### config.mk
export PLATFORM = sky130hd
export DESIGN_NAME = eq_adapt_engine
export DESIGN_NICKNAME = d
export VERILOG_FILES = /design/src/rtl/eq_adapt_pkg.sv /design/src/rtl/eq_window_timer.sv /design/src/rtl/eq_band_tracker.sv /design/src/rtl/eq_reg_view.sv /design/src/rtl/eq_adapt_engine.sv
export SDC_FILE = /design/constraint.sdc
export NUM_CORES = 1
export LEC_CHECK = 0
export BUFFER_PORTS_ARGS = -buffer_cell sky130_fd_sc_hd__buf_2
export CORE_ASPECT_RATIO = 0.9
export CORE_MARGIN = 2
export CORE_UTILIZATION = 30
export DETAILED_ROUTE_END_ITERATION = 8
export GPL_TIMING_DRIVEN = 0
export SYNTH_ARGS = -nofsm -noshare
export SYNTH_HDL_FRONTEND = slang
export SYNTH_SLANG_ARGS = --single-unit
### constraint.sdc
create_clock -name clk -period 4.35 [get_ports clk]
set_input_delay 0.87 -clock clk [delete_from_list [all_inputs] [get_ports clk]]
set_output_delay 0.87 -clock clk [all_outputs]
set_load 0.02 [all_outputs]
### src/rtl/eq_adapt_pkg.sv
package eq_adapt_pkg;

    typedef enum logic [1:0] {
        V_NONE = 2'd0,
        V_UP   = 2'd1,
        V_DN   = 2'd2
    } vote_e;

    typedef enum logic [1:0] {
        TRK_IDLE = 2'd0,
        TRK_UP   = 2'd1,
        TRK_DN   = 2'd2
    } trk_e;

    typedef enum logic [1:0] {
        RD_LF  = 2'd0,
        RD_HF  = 2'd1,
        RD_BW  = 2'd2,
        RD_NIL = 2'd3
    } rd_sel_e;

endpackage

### src/rtl/eq_window_timer.sv
module eq_window_timer #(
    parameter int WIN_LEN = 16
) (
    input  logic clk,
    input  logic rst_n,
    input  logic adv,
    input  logic load,
    output logic win_end
);
    localparam int WIN_W = (WIN_LEN > 1) ? $clog2(WIN_LEN) : 1;
    localparam logic [WIN_W-1:0] LAST = WIN_W'(WIN_LEN - 1);

    logic [WIN_W-1:0] wcnt;

    assign win_end = adv && (wcnt == LAST);

    always_ff @(posedge clk) begin
        if (!rst_n || load) begin
            wcnt <= '0;
        end else if (adv) begin
            wcnt <= win_end ? '0 : wcnt + WIN_W'(1);
        end
    end

    // the window position never leaves its range
    p_win_range_r8: assert property (@(posedge clk) disable iff (!rst_n)
        wcnt <= LAST);

    // the window does not advance without an enabled strobe
    p_win_hold_r6: assert property (@(posedge clk) disable iff (!rst_n)
        (!adv && !load) |=> $stable(wcnt));

endmodule

### src/rtl/eq_band_tracker.sv
module eq_band_tracker
    import eq_adapt_pkg::*;
#(
    parameter int CODE_W = 3,
    parameter int RUN_W  = 4,
    parameter int ALT_W  = 4
) (
    input  logic              clk,
    input  logic              rst_n,
    input  logic              adv,
    input  logic              load,
    input  logic              win_end,
    input  logic              up,
    input  logic              dn,
    input  logic [CODE_W-1:0] seed,
    input  logic [RUN_W-1:0]  agree_n,
    input  logic [ALT_W-1:0]  alt_m,
    output logic [CODE_W-1:0] code,
    output logic              conv
);
    localparam logic [CODE_W-1:0] CODE_MAX = '1;
    localparam logic [RUN_W-1:0]  RUN_ONE  = RUN_W'(1);

    vote_e             vote;
    trk_e              state, state_n;
    logic [RUN_W-1:0]  run_cnt, cnt_n, n_eff;
    logic [ALT_W-1:0]  alt_cnt, alt_n;
    logic              has_dir, last_up, hit, hit_n;
    logic              fire, fire_up;

    always_comb begin
        if (up && !dn)      vote = V_UP;
        else if (dn && !up) vote = V_DN;
        else                vote = V_NONE;
    end

    assign n_eff   = (agree_n == '0) ? RUN_ONE : agree_n;
    assign fire_up = (vote == V_UP);

    // next-state logic of the vote tracker
    always_comb begin
        state_n = state;
        cnt_n   = run_cnt;
        fire    = 1'b0;
        unique case (state)
            TRK_IDLE: begin
                if (vote == V_UP) begin
                    state_n = TRK_UP;
                    cnt_n   = RUN_ONE;
                end else if (vote == V_DN) begin
                    state_n = TRK_DN;
                    cnt_n   = RUN_ONE;
                end
            end
            TRK_UP: begin
                if (vote == V_UP) begin
                    cnt_n = run_cnt + RUN_ONE;
                end else if (vote == V_DN) begin
                    state_n = TRK_DN;
                    cnt_n   = RUN_ONE;
                end
            end
            TRK_DN: begin
                if (vote == V_DN) begin
                    cnt_n = run_cnt + RUN_ONE;
                end else if (vote == V_UP) begin
                    state_n = TRK_UP;
                    cnt_n   = RUN_ONE;
                end
            end
            default: state_n = TRK_IDLE;
        endcase
        if (vote != V_NONE && cnt_n >= n_eff) begin
            fire    = 1'b1;
            state_n = TRK_IDLE;
            cnt_n   = '0;
        end
        if (!adv) begin
            state_n = state;
            cnt_n   = run_cnt;
            fire    = 1'b0;
        end
    end

    always_comb begin
        alt_n = alt_cnt;
        if (fire && has_dir && (last_up != fire_up) && (alt_cnt != '1))
            alt_n = alt_cnt + ALT_W'(1);
        hit_n = hit || ((alt_m != '0) && (alt_n >= alt_m));
    end

    // state register process
    always_ff @(posedge clk) begin
        if (!rst_n || load) begin
            state   <= TRK_IDLE;
            run_cnt <= '0;
            has_dir <= 1'b0;
            last_up <= 1'b0;
            alt_cnt <= '0;
            hit     <= 1'b0;
        end else if (adv) begin
            state   <= state_n;
            run_cnt <= cnt_n;
            if (fire) begin
                has_dir <= 1'b1;
                last_up <= fire_up;
            end
            alt_cnt <= win_end ? '0 : alt_n;
            hit     <= win_end ? 1'b0 : hit_n;
        end
    end

    // output process
    always_ff @(posedge clk) begin
        if (!rst_n) begin
            code <= '0;
            conv <= 1'b0;
        end else if (load) begin
            code <= seed;
            conv <= 1'b0;
        end else begin
            if (fire && fire_up && code != CODE_MAX)
                code <= code + CODE_W'(1);
            else if (fire && !fire_up && code != '0)
                code <= code - CODE_W'(1);
            if (win_end)
                conv <= hit_n;
        end
    end

    p_one_step_r4: assert property (@(posedge clk) disable iff (!rst_n)
        !load |=> (code == $past(code))
              || ({1'b0, code} == {1'b0, $past(code)} + 1'b1)
              || ({1'b0, $past(code)} == {1'b0, code} + 1'b1));

    p_no_wrap_top_r4: assert property (@(posedge clk) disable iff (!rst_n)
        (!load && code == CODE_MAX) |=> code != '0);

    p_no_wrap_bot_r4: assert property (@(posedge clk) disable iff (!rst_n)
        (!load && code == '0) |=> code != CODE_MAX);

    p_freeze_r6: assert property (@(posedge clk) disable iff (!rst_n)
        (!adv && !load) |=> ($stable(code) && $stable(conv)));

    p_seed_r7: assert property (@(posedge clk) disable iff (!rst_n)
        load |=> (code == $past(seed) && !conv));

    p_flag_hold_r8: assert property (@(posedge clk) disable iff (!rst_n)
        (!win_end && !load) |=> $stable(conv));

    p_win_adv_r8: assert property (@(posedge clk) disable iff (!rst_n)
        win_end |-> adv);

endmodule

### src/rtl/eq_reg_view.sv
module eq_reg_view
    import eq_adapt_pkg::*;
#(
    parameter int CODE_W = 3,
    parameter int BW_W   = 2,
    parameter int RD_W   = 8
) (
    input  logic              clk,
    input  logic              rst_n,
    input  logic              bw_wr,
    input  logic [BW_W-1:0]   lpf_bw_wr,
    input  logic [BW_W-1:0]   hpf_bw_wr,
    input  logic [1:0]        rd_addr,
    input  logic [CODE_W-1:0] lf_code,
    input  logic [CODE_W-1:0] hf_code,
    input  logic              lf_conv,
    input  logic              hf_conv,
    output logic [BW_W-1:0]   lpf_bw,
    output logic [BW_W-1:0]   hpf_bw,
    output logic [RD_W-1:0]   rd_data
);
    rd_sel_e sel;

    always_ff @(posedge clk) begin
        if (!rst_n) begin
            lpf_bw <= '0;
            hpf_bw <= '0;
        end else if (bw_wr) begin
            lpf_bw <= lpf_bw_wr;
            hpf_bw <= hpf_bw_wr;
        end
    end

    assign sel = rd_sel_e'(rd_addr);

    always_comb begin
        unique case (sel)
            RD_LF:   rd_data = RD_W'({lf_conv, lf_code});
            RD_HF:   rd_data = RD_W'({hf_conv, hf_code});
            RD_BW:   rd_data = RD_W'({hpf_bw, lpf_bw});
            default: rd_data = '0;
        endcase
    end

    p_bw_hold_r9: assert property (@(posedge clk) disable iff (!rst_n)
        !bw_wr |=> ($stable(lpf_bw) && $stable(hpf_bw)));

    p_bw_load_r9: assert property (@(posedge clk) disable iff (!rst_n)
        bw_wr |=> (lpf_bw == $past(lpf_bw_wr) && hpf_bw == $past(hpf_bw_wr)));

endmodule

### src/rtl/eq_adapt_engine.sv
module eq_adapt_engine #(
    parameter int CODE_W     = 3,
    parameter int RUN_W      = 4,
    parameter int ALT_W      = 4,
    parameter int BW_W       = 2,
    parameter int WIN_LEN    = 16,
    parameter int NUM_STAGES = 4,
    parameter int RD_W       = 8
) (
    input  logic                             clk,
    input  logic                             rst_n,
    input  logic                             adapt_en,
    input  logic                             vote_valid,
    input  logic                             lf_up,
    input  logic                             lf_dn,
    input  logic                             hf_up,
    input  logic                             hf_dn,
    input  logic                             seed_load,
    input  logic [CODE_W-1:0]                lf_seed,
    input  logic [CODE_W-1:0]                hf_seed,
    input  logic [RUN_W-1:0]                 agree_n,
    input  logic [ALT_W-1:0]                 alt_m,
    input  logic                             bw_wr,
    input  logic [BW_W-1:0]                  lpf_bw_wr,
    input  logic [BW_W-1:0]                  hpf_bw_wr,
    input  logic [1:0]                       rd_addr,
    output logic [CODE_W-1:0]                lf_code,
    output logic [CODE_W-1:0]                hf_code,
    output logic                             lf_conv,
    output logic                             hf_conv,
    output logic [BW_W-1:0]                  lpf_bw,
    output logic [BW_W-1:0]                  hpf_bw,
    output logic [NUM_STAGES*2*CODE_W-1:0]   stage_ctrl,
    output logic [RD_W-1:0]                  rd_data
);
    localparam int STG_W = 2 * CODE_W;

    logic adv, win_end;

    assign adv = vote_valid && adapt_en && !seed_load;

    eq_window_timer #(.WIN_LEN(WIN_LEN)) u_win (
        .clk     (clk),
        .rst_n   (rst_n),
        .adv     (adv),
        .load    (seed_load),
        .win_end (win_end)
    );

    eq_band_tracker #(.CODE_W(CODE_W), .RUN_W(RUN_W), .ALT_W(ALT_W)) u_lf (
        .clk     (clk),
        .rst_n   (rst_n),
        .adv     (adv),
        .load    (seed_load),
        .win_end (win_end),
        .up      (lf_up),
        .dn      (lf_dn),
        .seed    (lf_seed),
        .agree_n (agree_n),
        .alt_m   (alt_m),
        .code    (lf_code),
        .conv    (lf_conv)
    );

    eq_band_tracker #(.CODE_W(CODE_W), .RUN_W(RUN_W), .ALT_W(ALT_W)) u_hf (
        .clk     (clk),
        .rst_n   (rst_n),
        .adv     (adv),
        .load    (seed_load),
        .win_end (win_end),
        .up      (hf_up),
        .dn      (hf_dn),
        .seed    (hf_seed),
        .agree_n (agree_n),
        .alt_m   (alt_m),
        .code    (hf_code),
        .conv    (hf_conv)
    );

    eq_reg_view #(.CODE_W(CODE_W), .BW_W(BW_W), .RD_W(RD_W)) u_view (
        .clk       (clk),
        .rst_n     (rst_n),
        .bw_wr     (bw_wr),
        .lpf_bw_wr (lpf_bw_wr),
        .hpf_bw_wr (hpf_bw_wr),
        .rd_addr   (rd_addr),
        .lf_code   (lf_code),
        .hf_code   (hf_code),
        .lf_conv   (lf_conv),
        .hf_conv   (hf_conv),
        .lpf_bw    (lpf_bw),
        .hpf_bw    (hpf_bw),
        .rd_data   (rd_data)
    );

    for (genvar gi = 0; gi < NUM_STAGES; gi++) begin : g_stage
        assign stage_ctrl[gi*STG_W +: STG_W] = {hf_code, lf_code};
    end

    // a seed load with equal seeds yields equal codes on the next edge
    p_seed_pair_r5: assert property (@(posedge clk) disable iff (!rst_n)
        (seed_load && lf_seed == hf_seed) |=> (lf_code == hf_code));

endmodule

==> results.ini, run 1 <==
[status]
run_status = complete, no violations

[sta]
max_clock_freq_mhz = 241.7
timing.final.crit_period_ns = 4.138
hold_slack_ns = 0.4683
worstMarginPinSlew_ns = 0.6126
maxSlewViolCount = 0
fin_crit_sh_pct = 95.12
final.setup_skew_ns = 0.005147
number_of_setup_violations_in_the_final_report = 0
hold_viol_final = 0
relSlewSlack_pct = 58.94
unrepaired_setup_endpoints_after_global_routing = false

[power]
peakVddDrop_v = 0.0001383
leakagePower_nw = 1.749
p_per_cell_area_nw_per_um2 = 250.4
power.total_mw = 0.9853

[synth]
synth.avg_cell_area_um2 = 8.149
synth-edff-count = 0
syn-instance-count = 398
post_synth_num_cell_types = 65
ys_async_sr_fraction_pct = 0
yosys_most_used_dff = sky130_fd_sc_hd__dfxtp_1
synthesis.area_um2 = 3243
yosys_warnings = 0
ys_ff_latch = 42
yosysSeqAreaShare_pct = 25.93

[worst_setup_path]
worstSetupStartpointType = primary input
crit_buf_inv = 3
timing.critical_path.mode_cell = sky130_fd_sc_hd__ha_1
cp_peak_stage_delay_ns = 0.43
worst_path_max_delay_cell = sky130_fd_sc_hd__a2111oi_4
crit_path_cell_trace = buf_2, inv_1, ha_1, buf_2, and3b_1, a221o_1, ha_1, nand2b_4, a2111oi_4, nor4_4, nand2_2, xor2_2, ha_1, nand2b_1, a21o_1, a21o_1, a21oi_1, o21ai_0, o211a_1
critical_path_class = primary input to flip-flop
gate_family_responsible_for_the_most_delay_along_the_worst_path = compound AO/OA/AOI/OAI gates
cp_data_required_time_ns = 4.54
critical_path.max_fanout = 8
timing.critical_path.to_type = flip-flop
timing.critical_path.arrival_ns = 4.32

[cts]
tritoncts = built
clk_transition_reported_paths_ns = 0.06
clk_latency_ns = 0.29
cts-buffers-inserted = 5
numClockSinks = 42
ctsLongestPathBuffers = 2
master_cell_of_the_clock_root_buffer = sky130_fd_sc_hd__clkbuf_16
htreeDepth = 2

[floorplanning]
floorplan.rows = 35
die_h_um = 102.6
core-area_um2 = 10380
num_io_pins = 74
floorplan.die_area_um2 = 11660
start_util_pct = 31.25
die-width_um = 113.6

[route]
drt-pass1-iter-count = 4
detailedRoute.firstIterationViolations = 152
totalWireLength_um = 8005
vias_per_cell = 5.005
avgRoutedWirePerCell_um = 13.23
final_ant_viol_nets = 0
dr_drc_count = 0
routed-via-count = 3028

[global_routing]
grt-ovfl-total = 0
grt_antenna_before_repair = 0
grt_max_degree = 15
via_count_of_the_first_global_routing_pass = 2788
groute.usage.overall_pct = 13.78
grt_first_pass_wirelength_um = 13210

[place]
io_buffer_count = 67
hpwlAfterDp_um = 6231
routabilityCongestion = 0.8029

[cells_and_area]
finish.net_count = 532
layout_common_cells = sky130_fd_sc_hd__buf_2 (70), sky130_fd_sc_hd__dfxtp_1 (42), sky130_fd_sc_hd__nand2_1 (33)
flow.area_growth_from_synthesis_pct = 21.33
multi_input_comb_area_um2 = 2107
seqCellArea_um2 = 840.8
fill_cells = 1043
drive_above_1_share_pct = 28.99
insertedDiodeCount = 0
mostFrequentLayoutCell = sky130_fd_sc_hd__buf_2

[run]
maxCapViolations = 0

[min_path]
hp-class = flip-flop to flip-flop

[path summary, 6_finish.rpt]
check	from	end	slack (ns)	depth (start not counted)
min	u_lf.hit	u_lf.hit	0.47	2
max	lf_dn	u_lf.conv	0.21	19
max reg2reg	u_hf.run_cnt[0]	u_hf.conv	0.62	16
min reg2reg	u_lf.hit	u_lf.hit	0.47	2
[logic make-up after synthesis]
| logic type | share of synthesized area, % |
|---|---|
| adder cells (fa/ha/maj) | 10.88 |
| AND/OR/NAND/NOR | 24.77 |
| XOR/XNOR | 2.431 |
| multiplexers | 6.443 |
| buffers and inverters | 10.34 |
| flip-flops | 25.93 |
| AO/OA/AOI/OAI | 19.10 |
| other | 0.1156 |
[timing repair]
item | 4_1_cts | 5_1_grt
setup endpoints to repair | 3 | 6
setup buffers | 0 | 1
resized for setup | 2 | 10
hold buffers | 0 | 0
pin swaps | 0 | 3
[stage by stage]
stage	std cells	setup TNS, ns	utilization, %	setup WS [ns]	instance area (um2)
6_report	605	0	37.91	0.2123	3935
5_1_grt	605	0	37.91	0.03111	3935
4_1_cts	605	-0.007756	37.58	-0.007756	3900
3_5_place_dp	597	-1.522	36.14	-0.4466	3751
3_3_place_gp	597	-1.077	36.14	-0.3545	3751
2_1_floorplan	401	0	-	0.2187	3254
[report_power, final]
group	switching, mW	leakage, nW	internal, mW
Sequential	0.0148	0.341	0.392
Combinational	0.116	1.34	0.0875
Clock	0.163	0.0698	0.213
Total	0.293	1.75	0.692
[cell type report]
type	instances	share of cell area [%]
Multi-Input combinational cell	299	53.55
Timing Repair Buffer	68	8.712
Clock buffer	5	3.180
Sequential cell	42	21.37
Clock inverter	3	0.5405
Buffer	45	7.186
Inverter	14	1.367
Tap cell	129	4.102
[Yosys cell counts, types with 4 or more instances]
| master | instances | area, um2 |
|---|---|---|
| sky130_fd_sc_hd__dfxtp_1 | 42 | 840.8 |
| sky130_fd_sc_hd__ha_1 | 25 | 312.8 |
| sky130_fd_sc_hd__inv_1 | 13 | 48.80 |
| sky130_fd_sc_hd__buf_4 | 28 | 210.2 |
| sky130_fd_sc_hd__xor2_1 | 7 | 61.31 |
| sky130_fd_sc_hd__a21oi_1 | 23 | 115.1 |
| sky130_fd_sc_hd__a21o_1 | 4 | 30.03 |
| sky130_fd_sc_hd__nor2_1 | 27 | 101.4 |
| sky130_fd_sc_hd__nand4_1 | 4 | 25.02 |
| sky130_fd_sc_hd__nand2b_1 | 9 | 56.30 |
| sky130_fd_sc_hd__nand3_1 | 19 | 95.09 |
| sky130_fd_sc_hd__and2_1 | 4 | 25.02 |
| sky130_fd_sc_hd__nor3_1 | 11 | 55.05 |
| sky130_fd_sc_hd__a22oi_1 | 9 | 67.56 |
| sky130_fd_sc_hd__nand2_1 | 33 | 123.9 |
| sky130_fd_sc_hd__nor2b_1 | 11 | 68.82 |
| sky130_fd_sc_hd__mux2i_1 | 13 | 130.1 |
| sky130_fd_sc_hd__clkbuf_1 | 13 | 48.80 |
| sky130_fd_sc_hd__o21ai_0 | 27 | 135.1 |
| sky130_fd_sc_hd__a31oi_1 | 7 | 43.79 |
| sky130_fd_sc_hd__o21a_1 | 4 | 30.03 |
[per-layer routing]
| layer | share of wire, % | GRT usage [%] | vias up |
|---|---|---|---|
| li1 | - | - | 1550 |
| met1 | 50 | 20.16 | 1398 |
| met2 | 44 | 21.10 | 73 |
| met3 | 5.2 | 2.587 | 7 |
| met4 | 0.84 | 3.096 | 0 |
| met5 | 0 | 0 | - |
[state kept, by name (all words and copies together) (netlist names), 3 cells and up]
signal,flops
u_win.wcnt,4
u_lf.alt_cnt,4
u_hf.code,3
u_lf.run_cnt,4
u_hf.run_cnt,4
u_lf.code,3
u_hf.alt_cnt,4
[tightest hold or removal path, cell delays in order (launching register included)]
cell                      delay (ns)
sky130_fd_sc_hd__dfxtp_1        0.33
sky130_fd_sc_hd__nand2_1        0.05
sky130_fd_sc_hd__o21ai_0        0.06
(Power assumes the default switching activity.)
==> run 2: changes to the inputs <==
Settings changed: SYNTH_HIERARCHICAL set to 1.
==> results.ini, run 2 <==
[cts]
ctsLongestPathBuffers = 2
tritoncts = built
master_cell_of_the_clock_root_buffer = sky130_fd_sc_hd__clkbuf_16
cts-buffers-inserted = 5
htreeDepth = 2
clk_latency_ns = 0.28
clk_transition_reported_paths_ns = 0.07
numClockSinks = 42
cts_hold_buffers = 0

[global_routing]
via_count_of_the_first_global_routing_pass = 3115
grt_antenna_before_repair = 0
grt-ovfl-total = 0
grt_first_pass_wirelength_um = 14510
groute.usage.overall_pct = 13.84
grt_max_degree = 17

[synth]
yosys_most_used_dff = sky130_fd_sc_hd__dfxtp_1
syn-instance-count = 424
synth-edff-count = 0
yosys_warnings = 6
ys_async_sr_fraction_pct = 0
cell_types_occupying_the_most_area_after_synthesis = sky130_fd_sc_hd__dfxtp_1 (24%), sky130_fd_sc_hd__ha_1 (9.0%), sky130_fd_sc_hd__buf_4 (6.7%), sky130_fd_sc_hd__mux2i_1 (4.3%), sky130_fd_sc_hd__nand2_1 (3.2%)
yosys.area.top_type_share_pct = 24.18
post_synth_num_cell_types = 75
synth.avg_cell_area_um2 = 8.201
yosysSeqAreaShare_pct = 24.18
ys_ff_latch = 42
post_synth_most_frequent_cells = sky130_fd_sc_hd__dfxtp_1 (42), sky130_fd_sc_hd__buf_4 (31), sky130_fd_sc_hd__nand2_1 (30)
synthesis.area_um2 = 3477
post-synth-top-count-cell = sky130_fd_sc_hd__dfxtp_1
synthDominantAreaCellType = sky130_fd_sc_hd__dfxtp_1

[worst_setup_path]
critical_path_class = primary input to flip-flop
worstSetupStartpointType = primary input
cp_data_required_time_ns = 4.48
timing.critical_path.arrival_ns = 4.24
critical_path.max_fanout = 9
timing.critical_path.to_type = flip-flop

[route]
avgRoutedWirePerCell_um = 12.96
dr_drc_count = 0
vias_per_cell = 4.967
routed-via-count = 3283
totalWireLength_um = 8569
drt-pass1-iter-count = 4
final_ant_viol_nets = 0
detailedRoute.firstIterationViolations = 133

[status]
run_status = complete, no violations

[floorplanning]
die-width_um = 117.5
floorplan.die_area_um2 = 12470
die_h_um = 106.1
num_io_pins = 74
floorplan.rows = 37
start_util_pct = 30.53
core-area_um2 = 11390

[sta]
timing.final.crit_period_ns = 4.105
hold_slack_ns = 0.4966
max_clock_freq_mhz = 243.6
number_of_setup_violations_in_the_final_report = 0
fin_crit_sh_pct = 94.37
final.setup_skew_ns = 0.005046
maxSlewViolCount = 0
unrepaired_setup_endpoints_after_global_routing = false
worstMarginPinSlew_ns = 0.7023
relSlewSlack_pct = 53.18
hold_viol_final = 0
tns_ns = 0

[cells_and_area]
fill_cells = 1184
layout_common_cells = sky130_fd_sc_hd__buf_2 (68), sky130_fd_sc_hd__dfxtp_1 (42), sky130_fd_sc_hd__buf_4 (35)
mostFrequentLayoutCell = sky130_fd_sc_hd__buf_2
finalInstanceArea_um2 = 4194
instances_no_fill = 661
insertedDiodeCount = 0
finish.net_count = 561
flow.area_growth_from_synthesis_pct = 20.62
drive_above_1_share_pct = 28.12

[power]
peakVddDrop_v = 0.0001220
p_per_cell_area_nw_per_um2 = 231.5
leakagePower_nw = 1.824

[place]
routabilityCongestion = 0.7909
placed_cell_areas_um2 = 4019
hpwlAfterDp_um = 6413
dp.cells = 650
io_buffer_count = 67

[run]
maxCapViolations = 0

[min_path]
hp-class = flip-flop to flip-flop

## run 2: cells by family after synthesis
group	count (synthesis)	share of synthesized area, %
xor+xnor	11	2.987
compound gates	98	19.29
flops	42	24.18
simple gates	152	25.62
mux	20	5.937
fa+ha+maj	27	10.15
other cells	1	0.1078
buf+inv	73	11.73
## run 2: per-stage QoR
stage | power (mW) | utilization, % | setup slack, ns
3_3_place_gp | 0.6050 | 35.29 | -0.4030
5_1_grt | 1.016 | 36.83 | 0.007935
3_5_place_dp | 0.6098 | 35.29 | -0.4217
4_1_cts | 0.9806 | 36.64 | 0.04106
2_1_floorplan | 0.5479 | - | 0.06858
6_report | 0.9711 | 36.83 | 0.2448
## run 2: path summary, 6_finish.rpt
| kind | cells after the start | endpoint | slack [ns] | start |
|---|---|---|---|---|
| min | 2 | u_lf/has_dir | 0.50 | u_lf/has_dir |
| max reg2reg | 17 | u_hf/hit | 0.60 | u_hf/state[0] |
| max | 19 | u_hf/hit | 0.24 | hf_up |
| min reg2reg | 2 | u_lf/has_dir | 0.50 | u_lf/has_dir |
## run 2: cell type report
type / instances / area, um2 / area share [%]
buffer: 45 / 302.8 / 7.220
clock buffer: 6 / 128.9 / 3.073
clock inverter: 2 / 13.76 / 0.3282
inverter: 27 / 101.3 / 2.416
multi-input combinational: 312 / 2246 / 53.55
sequential: 42 / 840.8 / 20.05
tap: 156 / 195.2 / 4.654
timing repair buffer: 71 / 365.4 / 8.711
## run 2: layer usage
metal	vias to the layer above	track usage, %	wire (um)
li1	1659	-	-
met1	1486	17.85	4064
met2	122	22.89	3721
met3	16	3.487	616
met4	0	4.131	166
met5	-	0	0
## run 2: worst max-delay path, stage by stage
cell and delay [ns]:
sky130_fd_sc_hd__buf_2 0.09, sky130_fd_sc_hd__inv_1 0.04, sky130_fd_sc_hd__ha_2 0.23, sky130_fd_sc_hd__nor2b_1 0.17, sky130_fd_sc_hd__mux2_2 0.28, sky130_fd_sc_hd__a221o_1 0.33
sky130_fd_sc_hd__ha_1 0.30, sky130_fd_sc_hd__nor3b_1 0.19, sky130_fd_sc_hd__o21a_2 0.20, sky130_fd_sc_hd__nor4_4 0.04, sky130_fd_sc_hd__buf_4 0.17, sky130_fd_sc_hd__xnor2_1 0.16
sky130_fd_sc_hd__ha_1 0.24, sky130_fd_sc_hd__nand2b_1 0.14, sky130_fd_sc_hd__a21o_1 0.18, sky130_fd_sc_hd__a21o_1 0.17, sky130_fd_sc_hd__a21o_1 0.18, sky130_fd_sc_hd__a21oi_2 0.17
sky130_fd_sc_hd__a2111oi_0 0.08
## run 2: power by group
group / leakage [nW] / internal, mW / switching [mW]
sequential: 0.340 / 0.391 / 0.0134
clock: 0.0708 / 0.213 / 0.157
combinational: 1.41 / 0.0847 / 0.112
## run 2: timing repair
item | CTS | global route
gates cloned | 0 | 0
setup buffers | 1 | 3
resized for setup | 1 | 1
pin swaps | 1 | 2
endpoints found under the setup margin | 2 | 5
